**src/rtl/mc_pkg.sv**
```systemverilog
`timescale 1ns/1ps
package mc_pkg;

    typedef enum logic [1:0] {
        MC_REG      = 2'b00,
        MC_COMB_FB  = 2'b01,
        MC_INPUT    = 2'b10,
        MC_COMB_PIN = 2'b11
    } mc_mode_e;

    typedef struct packed {
        logic q;
    } mc_state_t;

endpackage

```
**src/rtl/mc_sum_or.sv**
```systemverilog
`timescale 1ns/1ps
module mc_sum_or #(
    parameter int NUM_TERMS = 8
) (
    input  logic [NUM_TERMS-1:0] terms,
    output logic                 sum
);
    localparam int CHAIN_LEN = NUM_TERMS + 1;

    logic [CHAIN_LEN-1:0] acc;

    assign acc[0] = 1'b0;

    // Each stage ORs in one more term; the last tap is the sum.
    for (genvar g = 0; g < NUM_TERMS; g++) begin : g_or_stage
        assign acc[g+1] = acc[g] | terms[g];
    end

    assign sum = acc[CHAIN_LEN-1];
endmodule

```
**src/rtl/mc_polarity.sv**
```systemverilog
`timescale 1ns/1ps
module mc_polarity (
    input  logic raw,
    input  logic inv,
    output logic y
);
    assign y = raw ^ inv;
endmodule

```
**src/rtl/mc_out_ctrl.sv**
```systemverilog
`timescale 1ns/1ps
module mc_out_ctrl
    import mc_pkg::*;
(
    input  mc_mode_e mode,
    input  logic     comb_y,
    input  logic     reg_y,
    input  logic     oe_term,
    output logic     drive,
    output logic     oe
);
    always_comb begin
        drive = 1'b0;
        oe    = 1'b0;
        unique case (mode)
            MC_REG: begin
                drive = reg_y;
                oe    = 1'b1;
            end
            MC_COMB_FB, MC_COMB_PIN: begin
                drive = comb_y;
                oe    = oe_term;
            end
            MC_INPUT: begin
                drive = 1'b0;
                oe    = 1'b0;
            end
            default: begin
                drive = 1'b0;
                oe    = 1'b0;
            end
        endcase
    end
endmodule

```
**src/rtl/mc_fb_sel.sv**
```systemverilog
`timescale 1ns/1ps
module mc_fb_sel
    import mc_pkg::*;
(
    input  mc_mode_e mode,
    input  logic     flop_q,
    input  logic     comb_y,
    input  logic     pin_in,
    output logic     fb
);
    always_comb begin
        fb = 1'b0;
        unique case (mode)
            MC_REG:      fb = ~flop_q;
            MC_COMB_FB:  fb = ~comb_y;
            MC_COMB_PIN: fb = pin_in;
            MC_INPUT:    fb = pin_in;
            default:     fb = 1'b0;
        endcase
    end
endmodule

```
**src/rtl/pin_macrocell.sv**
```systemverilog
`timescale 1ns/1ps
module pin_macrocell
    import mc_pkg::*;
#(
    parameter int NUM_TERMS = 8
) (
    input  logic                 clk,
    input  logic                 rst,
    input  logic [NUM_TERMS-1:0] pterm,
    input  logic                 oe_term,
    input  logic [1:0]           mode,
    input  logic                 pol_inv,
    input  logic                 pin_in,
    output logic                 pin_out,
    output logic                 pin_oe,
    output logic                 fb
);
    mc_mode_e  mode_sel;
    mc_state_t st_d;
    mc_state_t st_q;
    logic      sum;
    logic      comb_y;
    logic      reg_y;

    assign mode_sel = mc_mode_e'(mode);

    mc_sum_or #(.NUM_TERMS(NUM_TERMS)) u_or (
        .terms (pterm),
        .sum   (sum)
    );

    // Next-state: the flop samples the sum in every mode; the clear wins.
    always_comb begin
        st_d = st_q;
        if (rst) begin
            st_d.q = 1'b0;
        end else begin
            st_d.q = sum;
        end
    end

    always_ff @(posedge clk) begin
        st_q <= st_d;
    end

    mc_polarity u_pol_comb (
        .raw (sum),
        .inv (pol_inv),
        .y   (comb_y)
    );

    mc_polarity u_pol_reg (
        .raw (st_q.q),
        .inv (pol_inv),
        .y   (reg_y)
    );

    mc_out_ctrl u_out (
        .mode    (mode_sel),
        .comb_y  (comb_y),
        .reg_y   (reg_y),
        .oe_term (oe_term),
        .drive   (pin_out),
        .oe      (pin_oe)
    );

    mc_fb_sel u_fb (
        .mode   (mode_sel),
        .flop_q (st_q.q),
        .comb_y (comb_y),
        .pin_in (pin_in),
        .fb     (fb)
    );
endmodule

```
**config.mk**
```make
export PLATFORM = sky130hd
export DESIGN_NAME = pin_macrocell
export DESIGN_NICKNAME = d
export VERILOG_FILES = /design/src/rtl/mc_pkg.sv /design/src/rtl/mc_sum_or.sv /design/src/rtl/mc_polarity.sv /design/src/rtl/mc_out_ctrl.sv /design/src/rtl/mc_fb_sel.sv /design/src/rtl/pin_macrocell.sv
export SDC_FILE = /design/constraint.sdc
export NUM_CORES = 1
export LEC_CHECK = 0
export CORE_AREA = 4 4 41 43
export CTS_BUF_LIST = sky130_fd_sc_hd__clkbuf_4 sky130_fd_sc_hd__clkbuf_8
export DETAILED_ROUTE_END_ITERATION = 6
export DIE_AREA = 0 0 45 47
export PLACE_DENSITY_LB_ADDON = 0.12
export SYNTH_ARGS = -nofsm -noshare
export SYNTH_HDL_FRONTEND = slang
export SYNTH_SLANG_ARGS = --single-unit
```
**constraint.sdc**
```tcl
create_clock -name clk -period 1.5 [get_ports clk]
set_input_delay 0.225 -clock clk [delete_from_list [all_inputs] [get_ports clk]]
set_output_delay 0.225 -clock clk [all_outputs]
set_load 0.1 [all_outputs]
```
# Yosys cells after proc, flatten, opt, wreduce, memory -nomap -nowiden
# Cells that the tools add are included.
classes:
  eq_ne: 3
  div: 0
  order_cmp: 0
  n_reduce_logical: 3
  bitwise: 11
  mux: 3
  n_mul: 0
  shifts: 0
  n_addsub: 0
ops:
  columns: ["cell", "count"]
  rows:
  - ["$pmux 1 s3", 3]
  - ["$or 1x1->1", 7]
  - ["$eq 2x2->1 const B", 2]
  - ["$reduce_or 2->1", 2]
  - ["$eq 2x1->1 const B", 1]
  - ["$logic_not 2->1", 1]
  - ["$not 1->1", 2]
  - ["$xor 1x1->1", 2]
word_totals:
  ff_bits: 1
  latchBits: 0
  output_inout_bits: 3
  mem_bits_ro: 0
  word_cells: 21
  ramBits: 0
  mem_count: 0

# Longest topological paths before layout
# Gate-level depths: netlist (run 1).
depth:
  word_depth: 10
  depth_mapped: 4
  mapped_depth_nobuf: 4

# Hierarchy
# Synthesis (run 1) repeated with hierarchy kept, for this count alone.
unflattened:
  hier_cells: 13
  hier_area_um2: 116.4
modules_own_cells:
  columns: ["module", "instances", "area_each_um2", "cells_each"]
  rows:
  - ["pin_macrocell", 1, 33.8, 2]
  - ["mc_fb_sel", 1, 27.5, 3]
  - ["mc_out_ctrl", 1, 21.3, 3]
  - ["mc_polarity", 2, 8.8, 1]
  - ["mc_sum_or", 1, 16.3, 3]

# Worst setup path after synthesis (run 1)
# OpenSTA, ideal clock, no wires.
synth_path:
  kind: "input port to output port"
  start: "input port pterm[4]"
  end: "output port pin_out"
  arrival_time_ps: 2252
  n_path_buf: 0
  t_required_ps: 1275
  stages: 4
  setup_slack_ps: -977
  path_cell_list: "nor4_2 -> and2_4 -> a21oi_1 -> a21oi_1"
synth_between:
  elab_chain_len: 6
synth_lines:
  columns: ["item", "line", "rtl"]
  rows:
  - ["from (decl)", "pin_macrocell.sv:9", "input logic [NUM_TERMS-1:0] pterm,"]
  - ["$or 1x1->1 (4 in a row)", "mc_sum_or.sv:16", "assign acc[g+1] = acc[g] | terms[g];"]
  - ["$xor 1x1->1", "mc_polarity.sv:7", "assign y = raw ^ inv;"]
  - ["$pmux 1 s3", "mc_out_ctrl.sv:15", "unique case (mode)"]
  - ["to (decl)", "pin_macrocell.sv:14", "output logic pin_out,"]
# Every way passes these cells.

# Worst setup path in the final report (run 1)
layout_path:
  start: "input port pterm[0]"
  end: "output port pin_out"
layout_between:
  elab_chain_len: 9
layout_lines:
  columns: ["item", "line"]
  rows:
  - ["$or 1x1->1 (7 in a row)", "mc_sum_or.sv:16"]
  - ["$xor 1x1->1", "mc_polarity.sv:7"]
  - ["$pmux 1 s3", "mc_out_ctrl.sv:15"]
# Every way passes these cells.

==> flow_summary.json, run 1 <==
{
  "p_leak_nw": 0.170,
  "fillers": 150,
  "tightest_slew_ns": 0.250,
  "wl_met1_um": 192,
  "dr_wl_met2_um": 230,
  "drt-total-wl_um": 495,
  "cts_hold_buffers": 0,
  "p_per_area_nw_per_um2": 441,
  "chipHeight_um": 47,
  "setup_tns_ns": -0.0170,
  "fin_crit_sh_pct": 101,
  "cap_violations": 0,
  "crit_path_end_kind": "output pin",
  "syn_to_final_growth_pct": 254,
  "grt_pass1_wl_um": 800,
  "io_buffers": 17,
  "via_count": 214,
  "setup_ws_ns": -0.0170,
  "netlist_area_um2": 121,
  "synth_fp_nets": 31,
  "start_kind": "primary input",
  "via_per_inst": 3.96,
  "gr-total-overflow": 0,
  "dr.first_iter.drc_count": 0,
  "ant_nets": 0,
  "core-area_um2": 1300,
  "drv_slew": 0,
  "hp-class": "in -> reg",
  "grt_setup_unrepaired": "yes",
  "crit_path_max_fanout": 2,
  "dp_hpwl_um": 450,
  "report.final.hold_viol_count": 0,
  "avgSynthCellArea_um2": 7.59,
  "antenna_cells": 0,
  "start_util_pct": 9.33,
  "io_pins": 18,
  "die_w_um": 45,
  "die_area_um2": 2120,
  "ys_seq_elements": 1,
  "path_class": "in -> out",
  "maxSlewHeadroom_pct": 83.2,
  "antenna_found_initial": 0,
  "setup_violations": 1,
  "finalWeightedCongestion": 0.579,
  "grtUsageTotal_pct": 4.73,
  "post_cts_buffers": 0,
  "outcome": "complete, but fails checks",
  "avgRoutedWirePerCell_um": 9.17,
  "violations": "negative setup slack",
  "rows": 13,
  "required_ns": 1.27,
  "worstPathArrival_ns": 1.29,
  "peakVddDrop_mv": 0.164,
  "yosysWarnings": 0,
  "fmaxAchievable_mhz": 659,
  "first_pass_iters": 1,
  "nets": 56,
  "holdPathEnd": "st_q$_SDFF_PP0_",
  "wl_met3_um": 71,
  "period_minus_slack_ns": 1.52,
  "hold_start": "pterm[0]",
  "synth.distinct_cells": 12,
  "post-route-drc-count": 0,
  "reg_top3": "st_q (1)",
  "grt_pass1_vias": 222,
  "drive_above_1_share_pct": 61.5,
  "final_area_um2": 429,
  "highest_layer": "met3",
  "grt_max_degree": 6,
  "cts.clk_slew.worst_paths_ns": 0,
  "ys_seq_area_share_pct": 16.5,
  "placed_area_um2": 429,
  "whs_path_depth": 5,
  "regMostFlops": "st_q",
  "netlist_instances": 16,
  "largest_reg_flops": 1
}
==> worst max-delay path, cell delays in order <==
cell and delay [ns]:
buf_6 0.09, nor4_4 0.28, nand2_1 0.11, a221oi_2 0.24, buf_4 0.15, a21oi_4 0.03
buf_12 0.17
==> placed cells by master, fill, tap and decap left out <==
cell type,n
and2_4,1
a21oi_2,1
clkdlybuf4s15_1,2
nor4_4,2
nand2_1,1
dlygate4sd2_1,2
a21o_1,1
buf_2,3
xnor2_1,1
nor2_2,1
nor2_1,1
clkdlybuf4s50_1,4
nand2b_1,1
o21ai_4,1
dfxtp_1,1
a21oi_1,1
buf_6,3
buf_12,3
nor3_2,1
a21oi_4,1
a221oi_2,1
buf_4,6
==> synthesized netlist by cell type <==
master    count  area, µm²
nor2_1        2       7.51
and2_4        1       8.76
nand2b_1      1       6.26
a21oi_1       3       15.0
a221oi_1      1       8.76
o21ai_1       1       5.00
nor3_1        1       5.00
a21o_1        1       7.51
xnor2_1       1       8.76
dfxtp_1       1       20.0
nor4_2        2       25.0
nand2_1       1       3.75
==> routing by layer <==
layer | track usage (%) | vias to the layer above
met5 | 0 | -
met3 | 1.15 | 0
met2 | 8.47 | 13
met4 | 0 | 0
li1 | - | 109
met1 | 6.09 | 92
==> worst max path at each step <==
stage / start / end / depth (start not counted)
global route: pterm[0] / pin_out / 7
finish: pterm[0] / pin_out / 7
global placement: pterm[1] / pin_out / 7
floorplan: pterm[1] / fb / 4
detailed placement: pterm[1] / pin_out / 7
CTS: pterm[3] / pin_out / 7
==> cell type report <==
class	count	area, µm²	area share, %
multi-input combinational	15	159	37.0
sequential	1	20.0	4.66
timing repair buffer	23	231	53.9
tap	15	18.8	4.37
==> report_power, final <==
group          internal [W]  leakage (nW)  switching, W
sequential        0.0000287       0.00844    0.00000136
combinational     0.0000739         0.162     0.0000855
clock                     0             0             0
total              0.000103         0.170     0.0000869
==> what timing repair did <==
action                     CTS  global route
gates resized for setup     36             0
pin swaps                    4             2
setup endpoints to repair    3             2
==> kinds of logic (layout without fill, tap and decap cells) <==
group           after synthesis  after routing  synth area share, %
buf+inv                       0             23                    0
simple gates                  8              8                 46.4
xor+xnor                      1              1                 7.22
flops                         1              1                 16.5
compound gates                6              6                 29.9
==> through the flow <==
step                worst slack, ns  hold slack, ns  total power (W)  util (%)  cells
floorplan                   -0.0452           0.297         0.000103         -     16
global placement             -0.432           0.741         0.000193      33.0     54
detailed placement           -0.447           0.758         0.000194      33.0     54
CTS                         -0.0303           0.711         0.000191      33.0     54
global route                -0.0751           0.754         0.000196      33.0     54
finish                      -0.0170           0.703         0.000189      33.0     54
Power figures use the tool's default switching activity.
==> inputs of run 2 (changes only) <==
--- a/config.mk
+++ b/config.mk
@@ -9,6 +9,7 @@
 export CTS_BUF_LIST = sky130_fd_sc_hd__clkbuf_4 sky130_fd_sc_hd__clkbuf_8
 export DETAILED_ROUTE_END_ITERATION = 6
 export DIE_AREA = 0 0 45 47
+export GPL_TIMING_DRIVEN = 0
 export PLACE_DENSITY_LB_ADDON = 0.12
 export SYNTH_ARGS = -nofsm -noshare
 export SYNTH_HDL_FRONTEND = slang
==> run 2 against run 1 <==
- the run now ends clean
- hold slack got worse by 0.11 ns
- combinational power decreased by 10%
- via count decreased by 9.8%
- design area decreased by 13%
- worst setup slack improved by 0.028 ns
- global-route usage decreased by 0.082 points
- die area unchanged
- routed wire length decreased by 0.20%
- total power decreased by 8.7%
- highest routed layer unchanged
==> flow_summary.json, run 2 (same netlist as run 1, synthesis figures left out) <==
{
  "crit_path_end_kind": "output pin",
  "cp-startpoint": "pterm[3]",
  "place_inst": 48,
  "drt-total-wl_um": 494,
  "maxSlewHeadroom_pct": 81.9,
  "syn_to_final_growth_pct": 209,
  "tightest_slew_ns": 0.271,
  "post-route-drc-count": 0,
  "required_ns": 1.27,
  "grtUsageTotal_pct": 4.65,
  "drive_above_1_share_pct": 54.5,
  "worstPathArrival_ns": 1.26,
  "largest_reg_flops": 1,
  "chipHeight_um": 47,
  "fin_crit_sh_pct": 99.3,
  "power_w": 0.000173,
  "core-area_um2": 1300,
  "rows": 13,
  "period_minus_slack_ns": 1.49,
  "outcome": "completed",
  "first_pass_iters": 1,
  "cap_violations": 0,
  "post_cts_buffers": 0,
  "setup_violations": 0,
  "final_core_util_pct": 28.8,
  "final_cells": 48,
  "finalWeightedCongestion": 0.578,
  "grt_pass1_wl_um": 765,
  "antenna_found_initial": 0,
  "fillers": 150,
  "grt_setup_unrepaired": "yes",
  "gr-total-overflow": 0,
  "die_area_um2": 2120,
  "p_per_area_nw_per_um2": 461,
  "dr.first_iter.drc_count": 0,
  "grt_max_degree": 7,
  "die_w_um": 45,
  "layout_common_cells": "3 x dlygate4sd2_1, 3 x buf_2, 3 x buf_6, 3 x clkdlybuf4s50_1",
  "fmaxAchievable_mhz": 671,
  "start_util_pct": 9.33,
  "cts_hold_buffers": 0,
  "p_leak_nw": 0.142,
  "report.final.hold_viol_count": 0,
  "hp-class": "in -> reg",
  "start_kind": "primary input",
  "crit_path_max_fanout": 2,
  "drv_slew": 0,
  "via_per_inst": 4.02,
  "ant_nets": 0,
  "avgRoutedWirePerCell_um": 10.3,
  "peakVddDrop_mv": 0.135,
  "regMostFlops": "st_q",
  "io_buffers": 17,
  "io_pins": 18,
  "nets": 50,
  "grt_pass1_vias": 208,
  "path_class": "in -> out",
  "reg_top3": "st_q (1)",
  "cts.clk_slew.worst_paths_ns": 0,
  "hold_start": "pterm[7]",
  "via_count": 193,
  "antenna_cells": 0
}
## run 2: changes by cell type in the layout (fill, tap and decap cells not counted)
cell	before	now
buf_12	3	2
buf_4	6	1
clkdlybuf4s50_1	4	3
dlygate4sd2_1	2	3
nor2_1	1	2
nor2_2	1	0
xnor2_1	1	0
xnor2_2	0	1
## run 2: power by group
group,switching [W],internal (W),total [W]
Combinational,0.0000828,0.0000599,0.000143
Clock,0,0,0
Sequential,0.00000150,0.0000287,0.0000302
Total,0.0000843,0.0000886,0.000173
## run 2: final timing paths
path	endpoint	depth (start not counted)
max	pin_out	6
min	st_q$_SDFF_PP0_	4
## run 2: area by class of cell
| class | count | area, µm² | share of cell area [%] |
|---|---|---|---|
| multi-input combinational | 15 | 164 | 43.7 |
| sequential | 1 | 20.0 | 5.33 |
| tap | 15 | 18.8 | 5.00 |
| timing repair buffer | 17 | 173 | 46.0 |
## run 2: layer usage
layer	GRT usage [%]	vias up	wire length (µm)
met3	0	0	67
met1	4.95	85	170
met2	10.5	13	256
met5	0	-	0
li1	-	95	-
met4	0	0	0
## run 2: worst max-delay path, cell delays in order
cell and delay (ns):
buf_6 0.09, nor4_4 0.27, nand2_1 0.11, a221oi_2 0.32
a21oi_4 0.06, buf_12 0.17
## run 2: repair_timing
action / 4_1_cts / 5_1_grt
resized for setup: 59 / 2
endpoints found under the setup margin: 3 / 2
pin swaps: 4 / 1
## run 2: stage by stage
step	hold slack, ns	TNS [ns]	instance area (µm²)	setup WS, ns
after floorplan	0.297	-0.0846	165	-0.0452
after global placement	0.744	-3.42	354	-1.26
after detailed placement	0.759	-3.47	354	-1.30
after CTS	0.595	-0.0118	363	-0.0118
after global routing	0.634	-0.128	375	-0.0841
final	0.594	0	375	0.0107
==> inputs of run 3 (changes only) <==
==> constraint.sdc (replaced) <==
create_clock -name clk -period 1.5 [get_ports clk]
set_input_delay 0.225 -clock clk [delete_from_list [all_inputs] [get_ports clk]]
set_output_delay 0.225 -clock clk [all_outputs]
set_load 0.05 [all_outputs]
==> run 3 against run 2 <==
- hold slack improved by 0.16 ns
- flip-flop and latch count unchanged
- cell count increased by 4.2%
- global-route usage decreased by 0.079 points
- design area decreased by 9.3%
- die area unchanged
- routed wire length increased by 7.3%
- critical path type unchanged
==> flow_summary.json, run 3 (same netlist as run 1, synthesis figures left out) <==
{
  "outcome": "completed",
  "cts_hold_buffers": 0,
  "post-route-drc-count": 0,
  "core-area_um2": 1300,
  "gr-total-overflow": 0,
  "io_pins": 18,
  "worstPathArrival_ns": 1.21,
  "p_int_w": 0.0000719,
  "drv_slew": 0,
  "peakVddDrop_mv": 0.184,
  "regMostFlops": "st_q",
  "maxSlewHeadroom_pct": 82.8,
  "reg_top3": "st_q (1)",
  "fillers": 158,
  "power_w": 0.000125,
  "seqPwrFrac_pct": 24.0,
  "grt_max_degree": 7,
  "nets": 52,
  "start_kind": "primary input",
  "finalWeightedCongestion": 0.653,
  "start_util_pct": 9.33,
  "cp-endpoint": "fb",
  "antenna_cells": 0,
  "via_per_inst": 3.80,
  "io_buffers": 17,
  "switching_share_pct": 42.7,
  "syn_to_final_growth_pct": 180,
  "chipHeight_um": 47,
  "switchingPower_w": 0.0000536,
  "place_inst": 48,
  "path_class": "in -> out",
  "die_w_um": 45,
  "grt_pass1_vias": 197,
  "required_ns": 1.27,
  "die_area_um2": 2120,
  "tightest_slew_ns": 0.258,
  "fmaxAchievable_mhz": 695,
  "antenna_found_initial": 0,
  "ant_nets": 0,
  "sequential_cell_area_um2": 20.0,
  "fin_crit_sh_pct": 96.0,
  "crit_path_max_fanout": 3,
  "hold_slack_ns": 0.754,
  "layout_common_cells": "5 x buf_2, 3 x clkdlybuf4s50_1",
  "via_count": 190,
  "layout_commonest_cell": "buf_2",
  "placed_area_um2": 318,
  "p_leak_nw": 0.145,
  "final_cells": 50,
  "final_area_um2": 340,
  "combPwrFrac_pct": 76.0,
  "cp-startpoint": "pterm[3]",
  "cap_violations": 0,
  "power_frac_clock_pct": 0,
  "setup_violations": 0,
  "hp-class": "in -> reg",
  "rows": 13,
  "dr.first_iter.drc_count": 0,
  "first_pass_iters": 1,
  "multi_input_area_um2": 149,
  "crit_path_end_kind": "output pin",
  "dp_hpwl_um": 413,
  "cts.clk_slew.worst_paths_ns": 0,
  "grtUsageTotal_pct": 4.57,
  "period_minus_slack_ns": 1.44,
  "report.final.hold_viol_count": 0,
  "drive_above_1_share_pct": 57.1,
  "drt-total-wl_um": 530,
  "grt_pass1_wl_um": 786,
  "largest_reg_flops": 1,
  "p_per_area_nw_per_um2": 369,
  "avgRoutedWirePerCell_um": 10.6
}
run 3: cell count changes in the layout (fill, tap and decap cells not counted), sizes merged:
| cell | change |
|---|---|
| clkbuf | +2 |
| dlymetal6s2s | +1 |
| dlygate4sd2 | -1 |
run 3: per-layer routing:
layer / track usage [%] / up-vias / part of all wire, %
met5: 0 / - / 0
met4: 0 / 0 / 0
met3: 0.383 / 0 / 8.5
met2: 8.47 / 8 / 53
met1: 6.08 / 83 / 38
li1: - / 99 / -
run 3: worst max-delay path, cell delays in order:
cell and delay [ns]:
buf_2 0.11, nor4_4 0.28, and2_4 0.21, xnor2_2 0.07
o21ai_2 0.15, buf_6 0.17
run 3: final cells by class:
class | count | share of cell area (%)
timing repair buffer | 19 | 44.9
sequential | 1 | 5.88
tap | 15 | 5.51
multi-input combinational | 15 | 43.8
run 3: how the worst min path moves through the flow:
stage | start | to | slack, ns | cells past startpoint
floorplan | rst | st_q$_SDFF_PP0_ | 0.30 | 1
global placement | rst | st_q$_SDFF_PP0_ | 0.75 | 2
detailed placement | rst | st_q$_SDFF_PP0_ | 0.76 | 2
CTS | pterm[3] | st_q$_SDFF_PP0_ | 0.75 | 5
global route | rst | st_q$_SDFF_PP0_ | 0.78 | 2
finish | rst | st_q$_SDFF_PP0_ | 0.75 | 2
run 3: what timing repair did:
action / CTS / global route
endpoints found under the setup margin: 3 / 2
setup buffers: 1 / 1
pin swaps: 6 / 4
resized for setup: 47 / 6
run 3: per-stage QoR:
step	setup slack, ns	setup TNS [ns]	utilization (%)
2_1_floorplan	0.0206	0	-
3_3_place_gp	-0.921	-2.33	24.4
3_5_place_dp	-0.929	-2.36	24.4
4_1_cts	0.0216	0	25.4
5_1_grt	-0.00476	-0.00476	26.2
6_report	0.0601	0	26.2
run 3: power by group through the flow:
| stage | registers [W] | logic (W) | clock network, W |
|---|---|---|---|
| after floorplan | 0.0000292 | 0.0000407 | 0 |
| after global routing | 0.0000302 | 0.000101 | 0 |
| after detailed placement | 0.0000295 | 0.0000971 | 0 |
| after global placement | 0.0000295 | 0.0000962 | 0 |
| after CTS | 0.0000300 | 0.0000955 | 0 |
| final | 0.0000301 | 0.0000954 | 0 |
